### config.mk
export PLATFORM = sky130hd
export DESIGN_NAME = xonxoff_flow_ctrl
export DESIGN_NICKNAME = d
export VERILOG_FILES = /design/src/rtl/xfc_pkg.sv /design/src/rtl/xfc_rx_filter.sv /design/src/rtl/xfc_susp_gate.sv /design/src/rtl/xfc_level_mon.sv /design/src/rtl/xonxoff_flow_ctrl.sv
export SDC_FILE = /design/constraint.sdc
export NUM_CORES = 1
export LEC_CHECK = 0
export BUFFER_PORTS_ARGS = -buffer_cell sky130_fd_sc_hd__clkbuf_2
export CAP_MARGIN = 0
export CELL_PAD_IN_SITES_DETAIL_PLACEMENT = 1
export CELL_PAD_IN_SITES_GLOBAL_PLACEMENT = 1
export CORE_AREA = 2 2 75 77
export CTS_BUF_LIST = sky130_fd_sc_hd__clkbuf_8
export DETAILED_ROUTE_END_ITERATION = 8
export DIE_AREA = 0 0 77 79
export PLACE_DENSITY = 0.85
export SYNTH_ARGS = -nofsm -noshare
export SYNTH_HDL_FRONTEND = slang
export SYNTH_HIERARCHICAL = 1
export SYNTH_SLANG_ARGS = --single-unit
export TNS_END_PERCENT = 5
### constraint.sdc
create_clock -name clk -period 1.4 [get_ports clk]
set_clock_uncertainty 0.05 [all_clocks]
set_input_delay 0.07 -clock clk [delete_from_list [all_inputs] [get_ports clk]]
set_output_delay 0.07 -clock clk [all_outputs]
set_load 0.02 [all_outputs]
### src/rtl/xfc_pkg.sv
package xfc_pkg;
  localparam int CHAR_W = 8;

  typedef logic [CHAR_W-1:0] char_t;

  // State of the far end as seen by the level monitor
  typedef enum logic [1:0] {
    LM_RUN       = 2'd0,
    LM_XOFF_PEND = 2'd1,
    LM_HALTED    = 2'd2,
    LM_XON_PEND  = 2'd3
  } lm_state_e;
endpackage

### src/rtl/xfc_rx_filter.sv
module xfc_rx_filter
  import xfc_pkg::*;
(
  input  logic  clk,
  input  logic  rst,
  input  logic  cfg_enable,
  input  logic  cfg_xany,
  input  char_t cfg_xon_char,
  input  char_t cfg_xoff_char,
  input  logic  rx_valid,
  input  char_t rx_data,
  output logic  rxq_wr,
  output char_t rxq_data,
  output logic  halt_next
);
  logic  halt_q;
  logic  is_stop, is_go, fwd;

  // stop match is checked first, so equal values mean stop
  assign is_stop = cfg_enable && (rx_data == cfg_xoff_char);
  assign is_go   = cfg_enable && !is_stop && (rx_data == cfg_xon_char);
  assign fwd     = rx_valid && !is_stop && !is_go;

  always_comb begin
    halt_next = halt_q;
    if (!cfg_enable)
      halt_next = 1'b0;
    else if (rx_valid) begin
      if (is_stop)
        halt_next = 1'b1;
      else if (is_go)
        halt_next = 1'b0;
      else if (cfg_xany)
        halt_next = 1'b0;
    end
  end

  always_ff @(posedge clk) begin
    if (rst) begin
      halt_q   <= 1'b0;
      rxq_wr   <= 1'b0;
      rxq_data <= '0;
    end else begin
      halt_q <= halt_next;
      rxq_wr <= fwd;
      if (fwd)
        rxq_data <= rx_data;
    end
  end
endmodule

### src/rtl/xfc_susp_gate.sv
module xfc_susp_gate (
  input  logic clk,
  input  logic rst,
  input  logic halt_next,
  input  logic tx_busy,
  output logic tx_suspend
);
  // a halt is applied only between characters; release is immediate
  always_ff @(posedge clk) begin
    if (rst)
      tx_suspend <= 1'b0;
    else
      tx_suspend <= halt_next && (tx_suspend || !tx_busy);
  end
endmodule

### src/rtl/xfc_level_mon.sv
module xfc_level_mon
  import xfc_pkg::*;
#(
  parameter int LVL_W = 7
) (
  input  logic             clk,
  input  logic             rst,
  input  logic             cfg_enable,
  input  char_t            cfg_xon_char,
  input  char_t            cfg_xoff_char,
  input  logic [LVL_W-1:0] cfg_halt_lvl,
  input  logic [LVL_W-1:0] cfg_resume_lvl,
  input  logic [LVL_W-1:0] fifo_level,
  input  logic             tx_busy,
  input  logic             ins_ack,
  output logic             ins_req,
  output char_t            ins_char
);
  lm_state_e st_q, st_d;
  logic      pending, taken, raise;

  assign pending = (st_q == LM_XOFF_PEND) || (st_q == LM_XON_PEND);
  assign taken   = ins_req && ins_ack;
  assign raise   = pending && !ins_req && !tx_busy;

  always_comb begin
    st_d = st_q;
    unique case (st_q)
      LM_RUN:       if (fifo_level >= cfg_halt_lvl)   st_d = LM_XOFF_PEND;
      LM_XOFF_PEND: if (taken)                        st_d = LM_HALTED;
      LM_HALTED:    if (fifo_level <= cfg_resume_lvl) st_d = LM_XON_PEND;
      LM_XON_PEND:  if (taken)                        st_d = LM_RUN;
      default:                                        st_d = LM_RUN;
    endcase
  end

  always_ff @(posedge clk) begin
    if (rst || !cfg_enable) begin
      st_q     <= LM_RUN;
      ins_req  <= 1'b0;
      ins_char <= '0;
    end else begin
      st_q    <= st_d;
      ins_req <= (ins_req && !ins_ack) || raise;
      if (raise)
        ins_char <= (st_q == LM_XOFF_PEND) ? cfg_xoff_char : cfg_xon_char;
    end
  end
endmodule

### src/rtl/xonxoff_flow_ctrl.sv
module xonxoff_flow_ctrl
  import xfc_pkg::*;
#(
  parameter int LVL_W = 7
) (
  input  logic             clk,
  input  logic             rst,
  input  logic             cfg_enable,
  input  logic             cfg_xany,
  input  logic [7:0]       cfg_xon_char,
  input  logic [7:0]       cfg_xoff_char,
  input  logic [LVL_W-1:0] cfg_halt_lvl,
  input  logic [LVL_W-1:0] cfg_resume_lvl,
  input  logic             rx_valid,
  input  logic [7:0]       rx_data,
  input  logic [LVL_W-1:0] fifo_level,
  input  logic             tx_busy,
  input  logic             ins_ack,
  output logic             rxq_wr,
  output logic [7:0]       rxq_data,
  output logic             tx_suspend,
  output logic             ins_req,
  output logic [7:0]       ins_char
);
  logic halt_next;

  xfc_rx_filter u_rx (
    .clk           (clk),
    .rst           (rst),
    .cfg_enable    (cfg_enable),
    .cfg_xany      (cfg_xany),
    .cfg_xon_char  (cfg_xon_char),
    .cfg_xoff_char (cfg_xoff_char),
    .rx_valid      (rx_valid),
    .rx_data       (rx_data),
    .rxq_wr        (rxq_wr),
    .rxq_data      (rxq_data),
    .halt_next     (halt_next)
  );

  xfc_susp_gate u_gate (
    .clk        (clk),
    .rst        (rst),
    .halt_next  (halt_next),
    .tx_busy    (tx_busy),
    .tx_suspend (tx_suspend)
  );

  xfc_level_mon #(.LVL_W(LVL_W)) u_lvl (
    .clk            (clk),
    .rst            (rst),
    .cfg_enable     (cfg_enable),
    .cfg_xon_char   (cfg_xon_char),
    .cfg_xoff_char  (cfg_xoff_char),
    .cfg_halt_lvl   (cfg_halt_lvl),
    .cfg_resume_lvl (cfg_resume_lvl),
    .fifo_level     (fifo_level),
    .tx_busy        (tx_busy),
    .ins_ack        (ins_ack),
    .ins_req        (ins_req),
    .ins_char       (ins_char)
  );
endmodule

=== Word-level counts from Yosys, hierarchy flattened ===
Cells that the tools add are included.

* $mul: 0
* Divide/modulo/power cells: 0
* Magnitude comparators: 2
* Multiplexer cells: 11
* Bitwise logic cells: 0
* Eq/ne operators: 9
* Reduce and logical (&&, ||, !) cells: 22
* Shifts and indexed selects: 0
* $add $sub $neg: 0

{| class="wikitable"
|+ Operators with widths
! cell !! count
|-
| $eq 8x8->1 || 2
|-
| $logic_and 1x1->1 || 10
|-
| $mux 2 || 4
|-
| $mux 8 || 1
|-
| $ne 2x1->1 const B || 4
|-
| $pmux 2 s4 || 1
|-
| $ge 7x7->1 || 1
|-
| $le 7x7->1 || 1
|-
| $logic_not 1->1 || 6
|-
| $mux 1 || 5
|-
| $eq 2x2->1 const B || 2
|-
| $logic_or 1x1->1 || 4
|-
| $reduce_and 4->1 || 1
|-
| $eq 2x1->1 const B || 1
|-
| $logic_not 2->1 || 1
|}

* Latch bits: 0
* Logic and storage cells: 51
* ROM bits: 0
* Bits in registers: 22
* Output and inout port bits: 19
* Bits of input ports: 52
* Memories: 0
* RAM bits: 0

=== Logic depth before layout (Yosys ltp) ===
* Depth in word-level cells: 10
* Depth in mapped cells: 8

=== Cells and area by module ===
The synthesis kept the hierarchy.

{| class="wikitable"
|+ By module, submodules not included
! module !! cells each !! times used !! area each (um^2)
|-
| xfc_level_mon || 107 || 1 || 939.7
|-
| xfc_rx_filter || 66 || 1 || 643.1
|-
| xfc_susp_gate || 3 || 1 || 46.3
|}

=== Worst setup path after synthesis ===
OpenSTA, ideal clock, no wires.

* Path kind: register -> register
* Start: register u_lvl.st_q[1]
* End: register u_lvl.st_q[0]
* Library setup time: 121 ps
* Buffers on the path: 1
* Required time: 1229 ps
* Setup slack: -132 ps
* Stages on the path, launching flop included: 8
* Clock period less this slack: 1532 ps
* Arrival time: 1361 ps
* Cells stage by stage: dfxtp_1 > inv_1 > ha_1 > buf_6 > nor2_4 > a21o_2 > o211ai_2 > mux2_2

* Cells in the longest elaborated chain, start to end: 3

{| class="wikitable"
|+ RTL lines
! what !! RTL line !! text
|-
| from (decl) || xfc_level_mon.sv:19 || <nowiki>lm_state_e st_q, st_d;</nowiki>
|-
| from (signal assigned) || xfc_level_mon.sv:43 || <nowiki>st_q <= st_d;</nowiki>
|-
| $eq 2x1->1, or another cell as far along || xfc_level_mon.sv:28 || <nowiki>unique case (st_q)</nowiki>
|-
| $ne 2x1->1 (no source line) || -- ||
|-
| $reduce_and 4->1 (no source line) || -- ||
|}

Several ways; a longest one is shown, not always the timed one.
A chain may end at the register's enable or synchronous reset.

=== Worst setup path in the final report ===
* Start: register u_lvl.st_q[0]
* End: register u_lvl.ins_char[4]

* Cells in the longest elaborated chain, start to end: 4

{| class="wikitable"
|+ RTL lines
! what !! RTL line !! text
|-
| $eq 2x1->1 or $eq 2x2->1 (tied branches) || xfc_level_mon.sv:22, xfc_level_mon.sv:46 ||
|-
| $logic_or 1x1->1 || xfc_level_mon.sv:22 || <nowiki>assign pending = (st_q == LM_XOFF_PEND) || (st_q == LM_XON_PEND);</nowiki>
|-
| $logic_and 1x1->1 (2 in series) || xfc_level_mon.sv:24 || <nowiki>assign raise = pending && !ins_req && !tx_busy;</nowiki>
|-
| to (signal assigned) || xfc_level_mon.sv:46 || <nowiki>ins_char <= (st_q == LM_XOFF_PEND) ? cfg_xoff_char : cfg_xon_char;</nowiki>
|-
| to (decl) || xfc_level_mon.sv:17 || <nowiki>output char_t ins_char</nowiki>
|}

Several ways; a longest one is shown, not always the timed one.

==> reports/metrics.yaml <==
status: "complete, but fails checks"
violations: "negative setup slack"
syn2layout_area_growth_pct: 48.5
hold_viol: 0
cts_tree: "done"
syn_inst: 176
crit_path_end: "u_lvl/ins_char[4]$_SDFFE_PP0P_"
peakVddDrop_uv: 400
dp_slack_ps: -586
postRouteAntennaNets: 0
p_total_mw: 1.71
fin_crit_sh_pct: 104
cp_top_family: "buffers and inverters"
r2r_start: "u_lvl/st_q[0]$_SDFFE_PP0P_"
clock_latency_ps: 260
fp.dieW_um: 77
netlist.area_leader.share_pct: 27.0
ys_ff_latch: 22
cts-buffers-inserted: 3
netSwitchingPower_uw: 514
io_buffers: 70
finalInstanceArea_sq_mm: 0.00242
power.leakage_nw: 1.17
final-setup-viol-count: 5
worst_path_max_delay_cell: "dfxtp_4"
p_per_area_mw_per_mm2: 707
rows: 27
start_util_pct: 30.5
die_h_um: 79
place_inst: 339
drive_gt1_share_pct: 47.6
period_minus_slack_ps: 1450
rrSetupSlack_ps: -50
synth-main-ff-cell: "dfxtp_1"
cp.required_ps: 1540
synthTopCellsByCount: "22 x dfxtp_1, 19 x ha_1, 18 x inv_1, 16 x mux2i_1"
seq_area_frac_synth_pct: 27.0
endpoint_kind: "register"
synth_warnings: 6
worst-path-buf-inv: 4
diodes: 0
synthArstFlopShare_pct: 0
nNetsFinal: 347
cp_num_cells: 8
hp-class: "in2reg"
critPathMaxStageDelay_ps: 360
syn_avg_cell_area_sq_um: 9.26
grt_setup_unrepaired: "true"
synth_edf_count: 0
worst_slew_pin_slew_ps: 411
clock.fmax_mhz: 688
clockBufferDepth: 2
reg2regPathDepth: 8
synth_cell_types: 34
regToRegEndpoint: "u_lvl/ins_char[4]$_SDFFE_PP0P_"
yosysTopAreaCell: "dfxtp_1"
clock-sinks: 22
setup_slack_ps: -53.0
crit_type: "reg2reg"
routed-via-count: 1587
dieArea_sq_mm: 0.00608
via_per_inst: 4.57
track_usage_pct: 15.9
cp_max_fo: 16
cts-root-buf: "clkbuf_8"
pwr-share-seq_pct: 39.3
grt_start_max_net_pins: 20
num-fill-cells: 659
antenna_found_initial: 0
dpl.hpwl_um: 4010
crit_start: "u_lvl/st_q[0]$_SDFFE_PP0P_"
globalRouteOverflowTotal: 0
clkTransAtPathRegs_ps: 80
pwr-share-clk_pct: 26.7
h-tree-depth: 1
tns_ps: -200
wirelength_um: 4760
maxCapViolations: 0
grt_pass1_wl_um: 7730
initialDrtViolationCount: 12
wl_per_cell_um: 13.7
netlist_top_cells_area: "dfxtp_1 27%, ha_1 15%, mux2i_1 9.8%, nand2b_1 5.4%, xnor2_1 4.3%"
slew_headroom_pct: 72.3
gp_congestion: 0.836
crit_top_cell: "buf_6"
cp_cell_sequence: "buf_6 -> ha_4 -> nor2_4 -> buf_6 -> nor3_4 -> buf_12 -> buf_4 -> a211oi_2"
drv_slew: 0
drc: 0
dpl_cell_area_sq_mm: 0.00226
switching_share_pct: 30.0
finalNonFillerCells: 347
internal-power_mw: 1.20
postCtsHoldBufs: 0
synth_most_common_cell: "dfxtp_1"
critPathLaunchType: "register"
first_pass_iters: 4
arrival_ps: 1590
combPwrFrac_pct: 33.9
grt_pass1_vias: 1752
syn_nets: 247
ios: 71
syn-cell-area_sq_mm: 0.00163
coreArea_sq_mm: 0.00534
==> what timing repair did <==
item / 4_1_cts / 5_1_grt
buffers inserted: 4 / 0
resized for setup: 14 / 4
pin swaps: 6 / 0
endpoints found under the setup margin: 19 / 21
==> power groups by stage <==
| stage | Clock, mW | Combinational (mW) | Sequential [mW] |
|---|---|---|---|
| 3_3_place_gp | 0 | 0.531 | 0.687 |
| 4_1_cts | 0.474 | 0.584 | 0.674 |
| 5_1_grt | 0.497 | 0.638 | 0.677 |
| 2_1_floorplan | 0 | 0.275 | 0.714 |
| 6_report | 0.458 | 0.580 | 0.673 |
| 3_5_place_dp | 0 | 0.553 | 0.687 |
==> cell usage in the layout (no fill, tap or decap), types with 4 or more instances in the layout <==
master,n
nand2b_1,14
inv_1,16
buf_4,27
nor2_1,13
mux2i_1,16
xnor2_1,8
clkbuf_8,4
a21oi_1,5
ha_1,15
dfxtp_1,20
a211oi_1,7
xor2_1,8
clkbuf_2,70
or2b_1,4
==> flip-flops by register name, summed over array words and instances (netlist names) <==
name / flops
u_rx/rxq_data: 8
u_rx/halt_q: 1
u_rx/rxq_wr: 1
u_lvl/ins_req: 1
u_lvl/ins_char: 8
u_lvl/st_q: 2
u_gate/tx_suspend: 1
==> routing by layer <==
| layer | track usage [%] | vias up | part of all wire (%) |
|---|---|---|---|
| li1 | - | 802 | - |
| met3 | 2.73 | 8 | 5.8 |
| met1 | 16.4 | 722 | 39 |
| met5 | 0 | - | 0 |
| met4 | 6.07 | 0 | 2.1 |
| met2 | 31.8 | 55 | 53 |
==> worst min-delay path by stage <==
stage               startpoint                            to  slack (ps)  cells after the start
global route           ins_ack      u_lvl/ins_req$_SDFF_PP0_          90                      4
global placement       ins_ack      u_lvl/ins_req$_SDFF_PP0_         320                      4
detailed placement     ins_ack      u_lvl/ins_req$_SDFF_PP0_         330                      4
finish                 ins_ack      u_lvl/ins_req$_SDFF_PP0_          50                      4
floorplan                  rst  u_gate/tx_suspend$_SDFF_PP0_          90                      1
CTS                    ins_ack      u_lvl/ins_req$_SDFF_PP0_          50                      4
==> kinds of logic after synthesis <==
family          share of synthesized area, %
flops                                   27.0
compound gates                          11.2
xor+xnor                                8.60
buf+inv                                 6.68
fa+ha+maj                               14.6
simple gates                            20.7
mux                                     11.2
==> through the flow <==
step	hold WS, ps	utilization, %
finish	48.4	45.3
global route	92.2	45.3
CTS	51.8	45.0
detailed placement	333	42.3
global placement	318	42.3
floorplan	89.5	-
==> cell type report <==
cell class / instances / area (sq um) / share of cell area, %
flip-flops and latches: 22 / 445 / 18.4
well taps: 72 / 90.1 / 3.72
clock buffers: 4 / 55.1 / 2.28
inverters: 18 / 70.1 / 2.90
multi-input cells: 131 / 1160 / 48.1
repair buffers: 100 / 596 / 24.6
==> worst register-to-register path: cells and delay by family (launching register included) <==
family / cells / cell delay (ps)
flops: 1 / 360
compound gates: 1 / 180
buf+inv: 4 / 500
fa+ha+maj: 1 / 160
simple gates: 2 / 120
Power figures use the tool's default switching activity.
